===== src/rtl/io_slave_pkg.sv =====
package io_slave_pkg;

    typedef enum logic [1:0] {
        RGN_NONE = 2'd0,
        RGN_MEM  = 2'd1,
        RGN_SLOW = 2'd2
    } region_e;

    typedef struct packed {
        region_e     region;
        logic [29:0] word;
    } decode_t;

    typedef struct packed {
        region_e region;
        logic    is_rd;
    } pend_t;

    function automatic decode_t decode_addr(
        input logic [31:0] a,
        input logic [31:0] mem_base,
        input int unsigned mem_words,
        input logic [31:0] slow_base,
        input int unsigned slow_words
    );
        decode_t     d;
        logic [31:0] dm;
        logic [31:0] ds;
        dm = a - mem_base;
        ds = a - slow_base;
        d.region = RGN_NONE;
        d.word   = '0;
        if (a >= mem_base && (dm >> 2) < mem_words) begin
            d.region = RGN_MEM;
            d.word   = dm[31:2];
        end else if (a >= slow_base && (ds >> 2) < slow_words) begin
            d.region = RGN_SLOW;
            d.word   = ds[31:2];
        end
        return d;
    endfunction

    function automatic logic [31:0] lane_merge(
        input logic [31:0] old_w,
        input logic [31:0] new_w,
        input logic [3:0]  en
    );
        logic [31:0] r;
        for (int k = 0; k < 4; k++) begin
            r[8*k +: 8] = en[k] ? new_w[8*k +: 8] : old_w[8*k +: 8];
        end
        return r;
    endfunction

endpackage


===== src/rtl/io_addr_decode.sv =====
module io_addr_decode
    import io_slave_pkg::*;
#(
    parameter logic [31:0] MEM_BASE   = 32'h0000_0000,
    parameter int          MEM_WORDS  = 64,
    parameter logic [31:0] SLOW_BASE  = 32'h0000_1000,
    parameter int          SLOW_WORDS = 8,
    localparam int         MEM_AW     = $clog2(MEM_WORDS),
    localparam int         SLOW_AW    = $clog2(SLOW_WORDS)
) (
    input  logic [31:0]        addr,
    output region_e            region,
    output logic [MEM_AW-1:0]  mem_idx,
    output logic [SLOW_AW-1:0] slow_idx
);
    always_comb begin
        decode_t d;
        d        = decode_addr(addr, MEM_BASE, MEM_WORDS, SLOW_BASE, SLOW_WORDS);
        region   = d.region;
        mem_idx  = d.word[MEM_AW-1:0];
        slow_idx = d.word[SLOW_AW-1:0];
    end
endmodule


===== src/rtl/io_byte_ram.sv =====
module io_byte_ram
    import io_slave_pkg::*;
#(
    parameter int  WORDS = 64,
    localparam int AW    = $clog2(WORDS)
) (
    input  logic          clk,
    input  logic          rst,
    input  logic          we,
    input  logic          re,
    input  logic [AW-1:0] idx,
    input  logic [3:0]    be,
    input  logic [31:0]   wd,
    output logic [31:0]   q
);
    logic [31:0] store [WORDS];

    always_ff @(posedge clk) begin
        if (we) begin
            store[idx] <= lane_merge(store[idx], wd, be);
        end
    end

    always_ff @(posedge clk) begin
        if (rst) begin
            q <= '0;
        end else if (re) begin
            q <= store[idx];
        end
    end
endmodule


===== src/rtl/io_wait_timer.sv =====
module io_wait_timer #(
    parameter int CW = 4
) (
    input  logic          clk,
    input  logic          rst,
    input  logic          start,
    input  logic [CW-1:0] lat,
    output logic          busy,
    output logic          done
);
    logic [CW-1:0] cnt;

    assign done = busy && (cnt == '0);

    always_ff @(posedge clk) begin
        if (rst) begin
            busy <= 1'b0;
            cnt  <= '0;
        end else if (start) begin
            busy <= 1'b1;
            cnt  <= lat - 1'b1;
        end else if (busy) begin
            if (cnt == '0) begin
                busy <= 1'b0;
            end else begin
                cnt <= cnt - 1'b1;
            end
        end
    end
endmodule


===== src/rtl/io_slave_top.sv =====
module io_slave_top
    import io_slave_pkg::*;
#(
    parameter logic [31:0] MEM_BASE    = 32'h0000_0000,
    parameter int          MEM_WORDS   = 64,
    parameter logic [31:0] SLOW_BASE   = 32'h0000_1000,
    parameter int          SLOW_WORDS  = 8,
    parameter int          WAIT_STATES = 4
) (
    input  logic        clk,
    input  logic        rst,
    input  logic        rd_stb,
    input  logic        wr_stb,
    input  logic [31:0] addr,
    input  logic [3:0]  be,
    input  logic [31:0] wdata,
    output logic [31:0] rdata,
    output logic        ready
);
    localparam int MEM_AW  = $clog2(MEM_WORDS);
    localparam int SLOW_AW = $clog2(SLOW_WORDS);
    localparam int CW      = $clog2(WAIT_STATES + 1) + 1;

    region_e            region;
    logic [MEM_AW-1:0]  mem_idx;
    logic [SLOW_AW-1:0] slow_idx;
    logic               busy;
    logic               accept;
    logic               is_rd;
    logic [CW-1:0]      lat;
    pend_t              pend;
    logic [31:0]        mem_q;
    logic [31:0]        slow_q;

    io_addr_decode #(
        .MEM_BASE  (MEM_BASE),
        .MEM_WORDS (MEM_WORDS),
        .SLOW_BASE (SLOW_BASE),
        .SLOW_WORDS(SLOW_WORDS)
    ) u_dec (
        .addr    (addr),
        .region  (region),
        .mem_idx (mem_idx),
        .slow_idx(slow_idx)
    );

    assign accept = (rd_stb || wr_stb) && !busy;
    assign is_rd  = rd_stb;

    always_comb begin
        unique case (region)
            RGN_MEM:  lat = is_rd ? CW'(2) : CW'(1);
            RGN_SLOW: lat = CW'(WAIT_STATES);
            default:  lat = CW'(1);
        endcase
    end

    io_wait_timer #(.CW(CW)) u_tmr (
        .clk  (clk),
        .rst  (rst),
        .start(accept),
        .lat  (lat),
        .busy (busy),
        .done (ready)
    );

    io_byte_ram #(.WORDS(MEM_WORDS)) u_mem (
        .clk(clk),
        .rst(rst),
        .we (accept && !is_rd && region == RGN_MEM),
        .re (accept && is_rd && region == RGN_MEM),
        .idx(mem_idx),
        .be (be),
        .wd (wdata),
        .q  (mem_q)
    );

    io_byte_ram #(.WORDS(SLOW_WORDS)) u_slow (
        .clk(clk),
        .rst(rst),
        .we (accept && !is_rd && region == RGN_SLOW),
        .re (accept && is_rd && region == RGN_SLOW),
        .idx(slow_idx),
        .be (be),
        .wd (wdata),
        .q  (slow_q)
    );

    always_ff @(posedge clk) begin
        if (rst) begin
            pend <= '{region: RGN_NONE, is_rd: 1'b0};
        end else if (accept) begin
            pend <= '{region: region, is_rd: is_rd};
        end
    end

    always_comb begin
        rdata = '0;
        if (ready && pend.is_rd) begin
            unique case (pend.region)
                RGN_MEM:  rdata = mem_q;
                RGN_SLOW: rdata = slow_q;
                default:  rdata = '0;
            endcase
        end
    end
endmodule


===== config.mk =====
export PLATFORM = sky130hd
export DESIGN_NAME = io_slave_top
export DESIGN_NICKNAME = d
export VERILOG_FILES = /design/src/rtl/io_slave_pkg.sv /design/src/rtl/io_addr_decode.sv /design/src/rtl/io_byte_ram.sv /design/src/rtl/io_wait_timer.sv /design/src/rtl/io_slave_top.sv
export SDC_FILE = /design/constraint.sdc
export NUM_CORES = 2
export LEC_CHECK = 0
export ABC_CLOCK_PERIOD_IN_PS = 19450
export BUFFER_PORTS_ARGS = -buffer_cell sky130_fd_sc_hd__buf_2
export CORE_MARGIN = 2
export CORE_UTILIZATION = 40
export CTS_BUF_LIST = sky130_fd_sc_hd__clkbuf_4
export CTS_CLUSTER_DIAMETER = 200
export DETAILED_ROUTE_END_ITERATION = 16
export GPL_TIMING_DRIVEN = 1
export PLACE_DENSITY_LB_ADDON = 0.15
export SYNTH_ARGS = -nofsm -noshare
export SYNTH_HDL_FRONTEND = slang
export SYNTH_SLANG_ARGS = --single-unit

===== constraint.sdc =====
create_clock -name clk -period 19.45 [get_ports clk]
set_clock_uncertainty 0.2 [all_clocks]
set_input_delay 3.89 -clock clk [delete_from_list [all_inputs] [get_ports clk]]
set_output_delay 3.89 -clock clk [all_outputs]
set_load 0.005 [all_outputs]

==> implementation parameters <==
Parameter                              Value

Routing
  Detail Route met3 WL ... approximately 39 mm
  Via count ... between 50,000 and 60,000
  Detailed-routing iteration count for the pre-antenna-repair pass ... 8
  Number of violations reported at the end of detailed-routing iteration 0 ... around 8,600
  Total routed wirelength ... roughly 340 mm
  Avg WL per Cell ... about 35 microns
  Via/cell ratio ... about 6.1
  Uppermost signal routing layer after detailed routing ... met5
  Wl on met1 ... between 100 and 150 mm
  Post-route antenna net violation count ... 0
  DRC viols ... 0
  Length of routed met2 wiring ... about 150 mm

Setup path
  Kind of start point of the critical path ... input port
  Maximum fanout encountered on the critical timing path ... 43
  Startpoint-to-endpoint class of the critical path ... input port to flop
  Critical-path cell with the highest stage delay ... nor3_1
  Top delay family on crit path ... simple AND/OR/NAND/NOR gates
  Endpoint required time on the critical path ... approximately 20,000 ps
  Most used cell along the critical path ... buf_4
  Critical path, cell by cell ... buf_2 -> buf_4 -> or3_1 -> buf_4 -> a211oi_4 -> buf_4 -> nand3_4 -> buf_4 -> a22oi_1 -> o22ai_1 -> nor3_1 -> o2111ai_1 -> mux2_2 -> buf_4
  Crit end category ... flop
  Worst Path Buf+Inv ... 6
  Critical path data arrival time ... 10,300 ps
  Delay of the slowest critical-path stage ... 850 ps

Placement
  Routability congestion estimate ... ~0.93
  Number of I/O port buffers ... roughly 100
  Post-DP HPWL ... ~190 mm

Die
  Number of core rows ... around 180
  Die Footprint ... around 240,000 sq um
  Standard cell core area ... approximately 230,000 sq um
  Die boundary height ... 485 microns
  I/O pin count ... 105
  Die X-Extent ... between 400 and 500 microns
  Effective utilization at floorplan ... between 40% and 50%

Power and ir drop
  Total design power ... 10,600 uW
  Worst IR Drop VDD ... between 70 and 80 uV
  Power per cell area ... approximately 100 nW/um^2
  Leakage power total ... approximately 0.035 uW

STA
  Normalized max-slew margin ... about 4.0%
  Setup-violating endpoint count in the final report ... 0
  Final slew viol count ... 0
  Final hold slack ... 256 ps
  Total Neg Setup Slack ... 0 ps
  RSZ-0062 raised after global routing ... false
  Peak Freq ... approximately 110 MHz
  Number of hold violations in the final report ... 0
  Post-route fraction of the period consumed by the critical path ... a little under 50%
  Transition time at the pin with the least slew margin ... 1440 ps
  Post-layout minimum cycle time ... approximately 9500 ps

Finish
  Fraction of layout cells with a size suffix above 1 ... around 28%
  Number of nets in the finished design ... between 6,000 and 7,000
  Leading cell type in the layout, fill and taps excluded ... edfxtp_1
  Layout overhead on the synthesized area ... 15.2%
  Commonest non-fill, non-tap cells in the layout ... edfxtp_1 (2,304), clkbuf_4 (1,004), nor2_1 (338), nand2_1 (301), mux2i_1 (275)

Clock network
  Number of instances resized during post-cts repair ... 0
  CTS Buf Count ... about 650
  Clock slew at reported path FFs ... approximately 60 ps
  Source-to-sink clock delay at the later pin of the worst-skew pair ... between 1000 and 1500 ps
  CTS HTree Levels ... 6
  TritonCTS sink count ... approximately 2,400
  Count of hold-fix buffers inserted at cts ... 0
  TritonCTS clock tree ... built
  Clock Path Buffers ... 4
  Library cell used as clock root buffer ... clkbuf_4
  Count of buffers added by post-CTS timing repair for setup ... 0

Yosys
  Mapped cell area ... roughly 93,000 sq um
  Most used flip-flop cell after synthesis ... edfxtp_1
  Count of distinct cell types in the synthesized netlist ... 74
  Register area share after synthesis ... between 70% and 80%
  Nets in the synthesized netlist ... 5,649
  Syn. warnings ... 0
  Flip-flop and latch count after synthesis ... roughly 2,400
  Count of mapped cells out of synthesis ... about 5,600
  Mean post-synth cell area ... ~17 sq um
  Number of enable flip-flop cells after synthesis ... 2,304
  FFs w/ async S/R, synth ... 0%

Global route
  Initial antenna violation count ... 27
  Pin count of the biggest net entering global routing ... 91
  Total routing usage reported by global routing ... between 20% and 30%
  Via count of the first global-routing pass ... approximately 56,000
  Global-route wire length before repair ... approximately 460 mm
  Grt total ovfl ... 0

Status
  Run status ... completed

Run
  Number of violations of the max-capacitance limit ... 0

Hold path
  Min-Delay Path Class ... flop to flop
-- logic make-up after synthesis --
group | Yosys count | synth area share, %
flops | 2376 | 76.2
fa+ha+maj | 3 | 0.0405
simple gates | 971 | 4.54
buf+inv | 395 | 1.76
xor+xnor | 2 | 0.0189
mux | 562 | 7.48
compound gates | 1265 | 9.90
-- flip-flops by register name, indices dropped and copies added, names as in the netlist --
signal,cells
u_slow.q,32
u_tmr.busy,1
u_mem.q,32
u_slow.store,256
pend,3
u_mem.store,2048
u_tmr.cnt,4
-- cells in the mapped netlist (all sizes together) (74+ instances only) --
| master | number | area share [%] |
|---|---|---|
| a21oi | 231 | 1.2 |
| buf | 159 | 0.81 |
| nor2 | 415 | 1.7 |
| mux4 | 84 | 2.0 |
| mux2 | 203 | 2.5 |
| mux2i | 275 | 3.0 |
| a221oi | 186 | 1.8 |
| clkbuf | 219 | 0.89 |
| a211oi | 74 | 0.61 |
| nand2 | 302 | 1.2 |
| a22oi | 185 | 1.5 |
| edfxtp | 2304 | 75 |
| o21ai | 169 | 0.91 |
-- final cells by class --
cell class | count | area (sq um)
well taps | 3026 | 3790
clock buffers | 1004 | 7540
diodes | 17 | 42.5
clock inverters | 103 | 507
fillers | 20200 | 123000
flip-flops and latches | 2376 | 70600
multi-input cells | 2803 | 21500
inverters | 17 | 71.3
repair buffers | 364 | 2620
-- power breakdown --
group          internal (uW)  switching [uW]
registers               5620            1.76
logic                    131             384
clock network           2380            2060
-- per-stage QoR --
stage	util, %	area [sq um]	instances	setup slack, ps
final	46.4	107000	9710	9960
after global routing	46.4	107000	9697	9950
after CTS	46.3	107000	9693	10170
after detailed placement	42.9	98600	8586	8630
after global placement	42.9	98600	8586	8660
after floorplan	-	92600	5574	9990
-- worst paths after layout --
path	to	from	depth (start not counted)	slack (ps)
worst max-delay path	u_mem.store[27][18]$_DFFE_PP_	addr[7]	14	9960
worst min-delay path	u_slow.q[19]$_SDFFE_PP0P_	u_slow.q[19]$_SDFFE_PP0P_	2	260
worst max register to register	u_mem.store[27][18]$_DFFE_PP_	u_mem.store[25][18]$_DFFE_PP_	9	14290
worst min register to register	u_slow.q[19]$_SDFFE_PP0P_	u_slow.q[19]$_SDFFE_PP0P_	2	260
-- layer usage --
metal,vias to the layer above,GRT usage [%]
li1,24300,-
met1,30800,39.5
met2,3939,41.3
met3,624,7.19
met4,6,11.9
met5,-,0
-- tightest hold or removal path: stages (launching register included) --
cell and delay [ps]:
dfxtp_1 310, nand2_1 50, a21oi_1 50
(Power assumes the default switching activity.)
